File: src/rtl/secbank_pkg.sv
package secbank_pkg;

    localparam int unsigned BANK_ADDR_W = 12;
    localparam int unsigned DATA_W      = 32;
    localparam int unsigned CNT_W       = 6;
    localparam int unsigned NUM_AHBX    = 4;
    localparam int unsigned NUM_APBI    = 2;
    localparam int unsigned NUM_APBX    = 4;

    typedef enum logic [1:0] {
        SZ_BYTE = 2'd0,
        SZ_HALF = 2'd1,
        SZ_WORD = 2'd2,
        SZ_RSVD = 2'd3
    } acc_size_e;

    typedef enum logic [3:0] {
        T_NONE, T_RESP, T_CALL, T_BRG,
        T_NS_AHBX, T_NS_APBI, T_NS_APBX,
        T_PR_AHBX, T_PR_APBI, T_PR_APBX,
        T_ID
    } target_e;

    typedef struct packed {
        target_e    tgt;
        logic [1:0] idx;
        logic [3:0] id_idx;
    } decode_t;

    function automatic logic [DATA_W-1:0] ones_upto(input int unsigned n);
        if (n >= DATA_W) return '1;
        return (DATA_W'(1) << n) - DATA_W'(1);
    endfunction

    function automatic logic [7:0] id_byte(input logic [3:0] i, input logic variant);
        case (i)
            4'd0:    return 8'h04;
            4'd4:    return 8'h52;
            4'd5:    return 8'hB8;
            4'd6:    return variant ? 8'h2B : 8'h0B;
            4'd8:    return 8'h0D;
            4'd9:    return 8'hF0;
            4'd10:   return 8'h05;
            4'd11:   return 8'hB1;
            default: return 8'h00;
        endcase
    endfunction

    function automatic logic [DATA_W-1:0] lane_pick(input logic [DATA_W-1:0] w,
                                                    input logic [1:0] lane,
                                                    input acc_size_e sz);
        logic [DATA_W-1:0] sh;
        sh = w >> {lane, 3'b000};
        case (sz)
            SZ_BYTE: return sh & 32'h0000_00FF;
            SZ_HALF: return sh & 32'h0000_FFFF;
            default: return w;
        endcase
    endfunction

endpackage

File: src/rtl/secbank_decode.sv
module secbank_decode
    import secbank_pkg::*;
(
    input  logic [BANK_ADDR_W-1:2] word_addr,
    output decode_t                dec
);
    logic [BANK_ADDR_W-5:0] grp;
    logic [1:0]             idx;
    logic [1:0]             id_row;

    assign grp    = word_addr[BANK_ADDR_W-1:4];
    assign idx    = word_addr[3:2];
    assign id_row = grp[1:0] - 2'd1;

    always_comb begin
        dec.tgt    = T_NONE;
        dec.idx    = idx;
        dec.id_idx = {id_row, idx};
        case (grp)
            8'h01: begin
                if (idx == 2'd0) dec.tgt = T_RESP;
                if (idx == 2'd1) dec.tgt = T_CALL;
            end
            8'h04: if (idx == 2'd2) dec.tgt = T_BRG;
            8'h06: dec.tgt = T_NS_AHBX;
            8'h07: if (!idx[1]) dec.tgt = T_NS_APBI;
            8'h08: dec.tgt = T_NS_APBX;
            8'h0A: dec.tgt = T_PR_AHBX;
            8'h0B: if (!idx[1]) dec.tgt = T_PR_APBI;
            8'h0C: dec.tgt = T_PR_APBX;
            8'hFD, 8'hFE, 8'hFF: dec.tgt = T_ID;
            default: dec.tgt = T_NONE;
        endcase
    end
endmodule

File: src/rtl/secbank_mask_group.sv
module secbank_mask_group
    import secbank_pkg::*;
#(
    parameter int unsigned           N    = 4,
    parameter logic [N*CNT_W-1:0]    CNTS = {N{6'd16}}
) (
    input  logic                clk,
    input  logic                rst,
    input  logic                wr_en,
    input  logic [1:0]          wr_idx,
    input  logic [DATA_W-1:0]   wr_data,
    output logic [N*DATA_W-1:0] q_o
);
    for (genvar i = 0; i < N; i++) begin : g_ctrl
        localparam int unsigned PORTS = int'(CNTS[i*CNT_W +: CNT_W]);
        localparam logic [DATA_W-1:0] KEEP = ones_upto(PORTS);
        logic [DATA_W-1:0] mask_q;

        always_ff @(posedge clk) begin
            if (rst) begin
                mask_q <= '0;
            end else if (wr_en && (wr_idx == 2'(i))) begin
                mask_q <= wr_data & KEEP;
            end
        end

        assign q_o[i*DATA_W +: DATA_W] = mask_q;
    end
endmodule

File: src/rtl/sec_cfg_regbank.sv
module sec_cfg_regbank
    import secbank_pkg::*;
#(
    parameter int unsigned EXP_PORTS   = 16,
    parameter int unsigned APBI0_PORTS = 13,
    parameter int unsigned APBI1_PORTS = 1,
    parameter bit          ID_VARIANT  = 1'b0
) (
    input  logic                       clk,
    input  logic                       rst,
    input  logic                       req_valid,
    input  logic                       req_write,
    input  logic [BANK_ADDR_W-1:0]     req_addr,
    input  logic [1:0]                 req_size,
    input  logic [DATA_W-1:0]          req_wdata,
    output logic                       rsp_valid,
    output logic [DATA_W-1:0]          rsp_rdata,
    output logic                       resp_cfg_o,
    output logic [1:0]                 callable_cfg_o,
    output logic [NUM_AHBX*DATA_W-1:0] ahbx_ns_o,
    output logic [NUM_APBI*DATA_W-1:0] apbi_ns_o,
    output logic [NUM_APBX*DATA_W-1:0] apbx_ns_o,
    output logic [NUM_AHBX*DATA_W-1:0] ahbx_pr_o,
    output logic [NUM_APBI*DATA_W-1:0] apbi_pr_o,
    output logic [NUM_APBX*DATA_W-1:0] apbx_pr_o
);
    localparam logic [NUM_AHBX*CNT_W-1:0] AHBX_CNTS = {NUM_AHBX{CNT_W'(EXP_PORTS)}};
    localparam logic [NUM_APBX*CNT_W-1:0] APBX_CNTS = {NUM_APBX{CNT_W'(EXP_PORTS)}};
    localparam logic [NUM_APBI*CNT_W-1:0] APBI_CNTS = {CNT_W'(APBI1_PORTS), CNT_W'(APBI0_PORTS)};
    localparam int unsigned BRG_LO = DATA_W / 2;

    decode_t   dec;
    acc_size_e size_e;
    logic      wr_word;
    logic      resp_q;
    logic [1:0] call_q;
    logic [DATA_W-1:BRG_LO] brg_q;
    logic [DATA_W-1:0] word_val;

    assign size_e  = acc_size_e'(req_size);
    assign wr_word = req_valid && req_write && (size_e == SZ_WORD);

    secbank_decode u_dec (
        .word_addr (req_addr[BANK_ADDR_W-1:2]),
        .dec       (dec)
    );

    secbank_mask_group #(.N(NUM_AHBX), .CNTS(AHBX_CNTS)) u_ahbx_ns (
        .clk(clk), .rst(rst), .wr_en(wr_word && dec.tgt == T_NS_AHBX),
        .wr_idx(dec.idx), .wr_data(req_wdata), .q_o(ahbx_ns_o));
    secbank_mask_group #(.N(NUM_APBI), .CNTS(APBI_CNTS)) u_apbi_ns (
        .clk(clk), .rst(rst), .wr_en(wr_word && dec.tgt == T_NS_APBI),
        .wr_idx(dec.idx), .wr_data(req_wdata), .q_o(apbi_ns_o));
    secbank_mask_group #(.N(NUM_APBX), .CNTS(APBX_CNTS)) u_apbx_ns (
        .clk(clk), .rst(rst), .wr_en(wr_word && dec.tgt == T_NS_APBX),
        .wr_idx(dec.idx), .wr_data(req_wdata), .q_o(apbx_ns_o));
    secbank_mask_group #(.N(NUM_AHBX), .CNTS(AHBX_CNTS)) u_ahbx_pr (
        .clk(clk), .rst(rst), .wr_en(wr_word && dec.tgt == T_PR_AHBX),
        .wr_idx(dec.idx), .wr_data(req_wdata), .q_o(ahbx_pr_o));
    secbank_mask_group #(.N(NUM_APBI), .CNTS(APBI_CNTS)) u_apbi_pr (
        .clk(clk), .rst(rst), .wr_en(wr_word && dec.tgt == T_PR_APBI),
        .wr_idx(dec.idx), .wr_data(req_wdata), .q_o(apbi_pr_o));
    secbank_mask_group #(.N(NUM_APBX), .CNTS(APBX_CNTS)) u_apbx_pr (
        .clk(clk), .rst(rst), .wr_en(wr_word && dec.tgt == T_PR_APBX),
        .wr_idx(dec.idx), .wr_data(req_wdata), .q_o(apbx_pr_o));

    always_ff @(posedge clk) begin
        if (rst) begin
            resp_q <= 1'b0;
            call_q <= 2'b00;
            brg_q  <= '0;
        end else if (wr_word) begin
            case (dec.tgt)
                T_RESP:  resp_q <= req_wdata[0];
                T_CALL:  call_q <= req_wdata[1:0];
                T_BRG:   brg_q  <= req_wdata[DATA_W-1:BRG_LO];
                default: ;
            endcase
        end
    end

    assign resp_cfg_o     = resp_q;
    assign callable_cfg_o = call_q;

    always_comb begin
        case (dec.tgt)
            T_RESP:    word_val = {{(DATA_W-1){1'b0}}, resp_q};
            T_CALL:    word_val = {{(DATA_W-2){1'b0}}, call_q};
            T_BRG:     word_val = {brg_q, {BRG_LO{1'b0}}};
            T_NS_AHBX: word_val = ahbx_ns_o[dec.idx*DATA_W +: DATA_W];
            T_NS_APBI: word_val = apbi_ns_o[dec.idx[0]*DATA_W +: DATA_W];
            T_NS_APBX: word_val = apbx_ns_o[dec.idx*DATA_W +: DATA_W];
            T_PR_AHBX: word_val = ahbx_pr_o[dec.idx*DATA_W +: DATA_W];
            T_PR_APBI: word_val = apbi_pr_o[dec.idx[0]*DATA_W +: DATA_W];
            T_PR_APBX: word_val = apbx_pr_o[dec.idx*DATA_W +: DATA_W];
            T_ID:      word_val = {24'h0, id_byte(dec.id_idx, ID_VARIANT)};
            default:   word_val = '0;
        endcase
    end

    always_ff @(posedge clk) begin
        if (rst) begin
            rsp_valid <= 1'b0;
            rsp_rdata <= '0;
        end else begin
            rsp_valid <= req_valid;
            rsp_rdata <= (req_valid && !req_write)
                         ? lane_pick(word_val, req_addr[1:0], size_e) : '0;
        end
    end
endmodule

File: config.mk
export PLATFORM = sky130hd
export DESIGN_NAME = sec_cfg_regbank
export DESIGN_NICKNAME = d
export VERILOG_FILES = /design/src/rtl/secbank_pkg.sv /design/src/rtl/secbank_decode.sv /design/src/rtl/secbank_mask_group.sv /design/src/rtl/sec_cfg_regbank.sv
export SDC_FILE = /design/constraint.sdc
export NUM_CORES = 1
export LEC_CHECK = 0
export BUFFER_PORTS_ARGS = -buffer_cell sky130_fd_sc_hd__buf_2
export CAP_MARGIN = 20
export CORE_AREA = 10 10 274 276
export CTS_BUF_LIST = sky130_fd_sc_hd__clkbuf_4 sky130_fd_sc_hd__clkbuf_8
export CTS_CLUSTER_SIZE = 40
export DETAILED_ROUTE_END_ITERATION = 12
export DIE_AREA = 0 0 284 286
export GPL_ROUTABILITY_DRIVEN = 0
export PLACE_DENSITY = 0.54
export REMOVE_ABC_BUFFERS = 1
export SLEW_MARGIN = 0
export SYNTH_ARGS = -nofsm -noshare
export SYNTH_HDL_FRONTEND = slang
export SYNTH_SLANG_ARGS = --single-unit
export TNS_END_PERCENT = 100
File: constraint.sdc
create_clock -name clk -period 5.8 [get_ports clk]
set_input_delay 0.29 -clock clk [delete_from_list [all_inputs] [get_ports clk]]
set_output_delay 0.29 -clock clk [all_outputs]
set_load 0.03 [all_outputs]
Word-level counts from Yosys, hierarchy flattened

Memories as Yosys holds them, arrays and structs flattened.
Index checks and enable logic that the tools add are counted.
Widths: inputs -> output; s select.

ROM bits: 128
Word-level logic and storage cells: 106
Register bits after elaboration: 336
Bits of input ports: 50
Output and inout bits: 676
Memories: 1

Memories:

| memory          | words | width | rd ports | clocked after Yosys merged registers in | write ports | RTL line          | RTL |
|---|---|---|---|---|---|---|---|
| (no name shown) | 16    | 8     | 1        | 0                                       | 0           | secbank_pkg.sv:36 | `case (i)` |

Reductions and logical operators: 37
Equal/unequal tests: 26
Bitwise gates (word level): 1
Shifts and indexed selects: 7
$add $sub $neg: 1
Multiplexer cells: 8

Operator list:

| kind               | count |
|---|---|
| $shiftx 128x8->32  | 4 |
| $pmux 32 s10       | 1 |
| $shiftx 64x7->32   | 2 |
| $pmux 32 s2        | 1 |
| $pmux 4 s9         | 1 |
| $eq 8x4->1 const B | 4 |
| $shr 32x5->16      | 1 |
| $logic_and 1x1->1  | 29 |
| $eq 8x3->1 const B | 3 |
| $eq 8x8->1 const B | 3 |
| $eq 4x3->1 const B | 4 |
| $eq 4x4->1 const B | 3 |
| $eq 4x2->1 const B | 2 |
| $eq 8x1->1 const B | 1 |
| $eq 2x2->1 const B | 3 |
| $reduce_and 2->1   | 3 |
| $eq 2x1->1 const B | 2 |
| $eq 4x1->1 const B | 1 |
| $logic_not 2->1    | 2 |
| $mux 2             | 2 |
| $mux 4             | 1 |
| $mux 3             | 1 |
| $reduce_or 3->1    | 1 |
| $reduce_or 2->1    | 1 |
| 4 further kinds    | 4 |

Depth between registers and ports, before layout

Depth after elaboration: 8
Depth in mapped cells: 14
Mapped depth without buffers: 10

By module

Synthesis repeated with hierarchy kept, for this count alone.

Cells, all modules: 2,427
Area, all modules: 22,024.9 um2

By module, submodules not included:

| module                              | seq. area each (um2) | area each (um2) | instances | cells an instance |
|---|---|---|---|---|
| secbank_mask_group at u_ahbx_ns ... | 1,281.2              | 3,027.9         | 4         | 294 |
| sec_cfg_regbank                     | 1,041.0              | 7,582.3         | 1         | 990 |
| secbank_mask_group at u_apbi_ns ... | 280.3                | 1,017.2         | 2         | 111 |
| secbank_decode                      | 0.0                  | 296.5           | 1         | 39 |

Worst setup path before layout

Ideal clock, no wire load.

Path kind: input to register
From: input req_addr[2]
To: register rsp_rdata[5]
Data required time: 5.712 ns
Setup time: 0.088 ns
Stages on the path: 12
Path slack: 2.768 ns
Arrival: 2.943 ns
Buffers on the path: 2
Path through: inv_1 -> clkbuf_1 -> ha_1 -> o21ai_0 -> a32oi_4 -> nand2_4 -> buf_6 -> mux2_2 -> a22oi_1 -> mux4_2 -> and3_1 -> o32ai_2

Word-level cells in the longest chain between the ends: 8
Elaborated cells between the ends (all ways): 27
Those cells by class: 12 x eq/ne; 7 x shift; 6 x mux; 1 x reduce/logical; 1 x memory

RTL lines:

| item                                     | RTL line               | RTL |
|---|---|---|
| from (decl)                              | sec_cfg_regbank.sv:13  | `input logic [BANK_ADDR_W-1:0] req_addr,` |
| $logic_not 2->1                          | secbank_decode.sv:21   | `if (idx == 2'd0) dec.tgt = T_RESP;` |
| $mux 1                                   | secbank_decode.sv:21   |  |
| $mux 2                                   | secbank_decode.sv:22   | `if (idx == 2'd1) dec.tgt = T_CALL;` |
| $pmux 4 s9                               | secbank_decode.sv:19   | `case (grp)` |
| $eq 4x4->1, or another cell as far along | sec_cfg_regbank.sv:86  | `case (dec.tgt)` |
| $pmux 32 s10 *                           | sec_cfg_regbank.sv:86  |  |
| $shr 32x5->16                            | secbank_pkg.sv:53      | `sh = w >> {lane, 3'b000};` |
| $pmux 32 s2 *                            | secbank_pkg.sv:54      | `case (sz)` |
| to (signal assigned)                     | sec_cfg_regbank.sv:107 | `rsp_rdata <= (req_valid && !req_write)` |
| to (decl)                                | sec_cfg_regbank.sv:17  | `output logic [DATA_W-1:0] rsp_rdata,` |

Mark *: on every way between the ends. The rest lies on a longest branch, timed or not.
A chain may end at the register's enable or synchronous reset.

Worst setup path in the final report

From: input req_addr[2]
To: register rsp_rdata[15]

Same word-level chain as after synthesis.

==> flow_metrics.tcl <==
set metrics [dict create \
    status "complete, no violations" \
    syn_to_final_growth_pct 14.9 \
    multi_input_area_um2 9070 \
    maxSlewHeadroom_pct 27.4 \
    cellPowerDensity_nw_per_um2 253 \
    clock_skew_ns 0.0356 \
    crit_fanout 23 \
    maxCapViolCount 0 \
    vias 17900 \
    remaining_drc_errors 0 \
    synthCells 2371 \
    fin_area_um2 20600 \
    total_power_mw 5.21 \
    post_cts_buffers 0 \
    drv_slew 0 \
    synth-seq-cells 336 \
    ctsHtreeMaxLevel 2 \
    final_util_pct 29.6 \
    rsz0062_at_grt "false" \
    overflow 0 \
    numCtsBuffers 58 \
    finalHoldViolations 0 \
    avgSynthCellArea_um2 7.56 \
    yosysWarnings 0 \
    synthFlopType "dfxtp_1" \
    synth_area_um2 17900 \
    fin_nets 2739 \
    dp_hpwl_um 72600 \
    wl_um 96400 \
    cp_data_arrival_time_ns 4.58 \
    grt_pass1_wl_um 133000 \
    clock-sinks 336 \
    ys_seq_area_share_pct 37.5 \
    synth.distinct_cells 77 \
    clock_latency_ns 0.69 \
    finalCritPeriodShare_pct 69.8 \
    path_clk_slew_ns 0.06 \
    max_freq_mhz 247 \
    critical_path.endpoint_type "flip-flop" \
    placed_area_um2 19200 \
    mostFrequentLayoutCells "nand2_1, buf_2, a21oi_1" \
    drt_iter0_drc 1945 \
    wire_per_inst_um 26.3 \
    layout.cells.most_common "nand2_1" \
    synth_edf_count 0 \
    die_h_um 286 \
    finalSetupViolCount 0 \
    min_path_type "input pin to flip-flop" \
    io_buffers 369 \
    ctsRootBufferMaster "clkbuf_8" \
    worstPathRequired_ns 6.33 \
    final_layout_size_suffix_gt1_share_pct 20.3 \
    rows 97 \
    postRouteAntennaNets 0 \
    crit_type "input pin to flip-flop" \
    seqCellArea_um2 6730 \
    grt_max_degree 93 \
    n_fill_cell 7624 \
    p_leak_nw 8.60 \
    io-pin-count 726 \
    worst_pin_slew_ns 1.09 \
    cts_buffer_depth 3 \
    irDropWorstVdd_v 0.000142 \
    dieWidth_um 284 \
    min_period_ns 4.05 \
    via_per_inst 4.89 \
    core_area_um2 69500 \
    async_flop_share_pct 0 \
    setup_tns_ns 0 \
    grt_pass1_vias 16704 \
    dieArea_um2 81200 \
    crit_path_start_kind "input pin" \
    start_util_pct 25.8 \
    cts_tree "yes" \
    first_pass_iters 9 \
    antenna_found_initial 11 \
    grt_usage_pct 22.0 \
]
[logic make-up (layout without fill, tap and decap cells)]
logic type	after synthesis	count (layout)	share of synthesized area (%)
and+or+nand+nor	855	855	20.1
AOI/OAI and AO/OA	572	572	18.8
buffers and inverters	545	536	19.4
DFF	336	336	37.5
muxes	54	54	3.55
adders and majority gates	8	8	0.559
other	1	360	0.0209
[final timing paths]
kind | endpoint | depth (start not counted) | from | slack (ns)
worst max-delay path | rsp_rdata[15] | 13 | req_addr[2] | 1.75
worst min-delay path | brg_q[17] | 2 | rst | 0.06
worst max register to register | rsp_rdata[11] | 6 | u_ahbx_ns.g_ctrl[0].mask_q[11] | 3.67
worst min register to register | u_ahbx_pr.g_ctrl[2].mask_q[5] | 2 | u_ahbx_pr.g_ctrl[2].mask_q[5] | 0.47
[where the power goes]
group,switching [mW],internal [mW],total (mW)
logic,0.541,0.0654,0.607
clock network,1.06,1.24,2.30
registers,0.000523,2.31,2.31
total,1.60,3.61,5.21
[what timing repair did]
| item | 4_1_cts | 5_1_grt |
|---|---|---|
| endpoints found under the hold margin | 18 | 0 |
| gates resized for setup | 0 | 0 |
| hold buffers | 18 | 0 |
[layer usage]
metal,vias up,routed length (um),GRT usage [%]
met2,1157,44400,36.0
met5,-,93,0
met3,199,13000,9.81
li1,7956,-,-
met4,14,3240,6.75
met1,8574,35600,25.6
[state kept, by name, indices dropped and copies added, names as in the netlist]
signal,cells
rsp_valid,1
rsp_rdata,32
u_ahbx_ns.g_ctrl.mask_q,64
brg_q,16
u_apbx_ns.g_ctrl.mask_q,64
u_apbx_pr.g_ctrl.mask_q,64
u_apbi_ns.g_ctrl.mask_q,14
u_apbi_pr.g_ctrl.mask_q,14
u_ahbx_pr.g_ctrl.mask_q,64
resp_cfg_o,1
callable_cfg_o,2
[per-stage QoR]
step | hold WS (ns) | std cells | worst slack (ns)
5_1_grt | 0.0586 | 3657 | 1.80
3_3_place_gp | 0.455 | 3543 | 1.33
6_report | 0.0554 | 3661 | 1.75
4_1_cts | 0.0169 | 3657 | 2.02
2_1_floorplan | 0.359 | 2191 | 0.686
3_5_place_dp | 0.459 | 3543 | 1.30
[worst max-delay path, cell delays in order]
cell and delay (ns):
buf_2 0.15, inv_1 0.25, ha_1 0.20, buf_4 0.28, nand3b_1 0.20, a32o_1 0.59, nor2_2 0.65, buf_4 0.41
mux2i_1 0.23, o211ai_1 0.16, a21oi_1 0.30, a2bb2oi_1 0.62, o22ai_1 0.20
[final cells by class]
type	count	area share, %
clock buffers	87	5.30
well taps	940	5.71
inverters	10	0.182
multi-input cells	1845	44.0
diodes	4	0.0486
clock inverters	9	0.450
repair buffers	430	11.6
flip-flops and latches	336	32.7
[Yosys cell counts (all sizes together) (6+ instances only)]
| library cell | instances | area share, % |
|---|---|---|
| nand2 | 643 | 14 |
| buf | 415 | 17 |
| a21oi | 360 | 10 |
| dfxtp | 336 | 38 |
| clkbuf | 120 | 2.5 |
| nand3 | 96 | 2.7 |
| o21ai | 57 | 1.6 |
| nor2 | 40 | 0.84 |
| mux2i | 26 | 1.5 |
| mux2 | 23 | 1.5 |
| a22oi | 22 | 0.92 |
| a221oi | 21 | 1.1 |
| and3 | 21 | 0.73 |
| a21o | 19 | 0.80 |
| a31oi | 13 | 0.45 |
| inv | 9 | 0.19 |
| nand4 | 9 | 0.31 |
| nor4 | 9 | 0.60 |
| o22ai | 9 | 0.31 |
| a221o | 8 | 0.45 |
| ha | 8 | 0.56 |
| nor2b | 8 | 0.28 |
| or3 | 8 | 0.28 |
| a211oi | 7 | 0.29 |
| a32oi | 7 | 0.45 |
| o211ai | 7 | 0.29 |
| nor3 | 6 | 0.20 |
No activity file was read; power rests on OpenSTA's default activity.
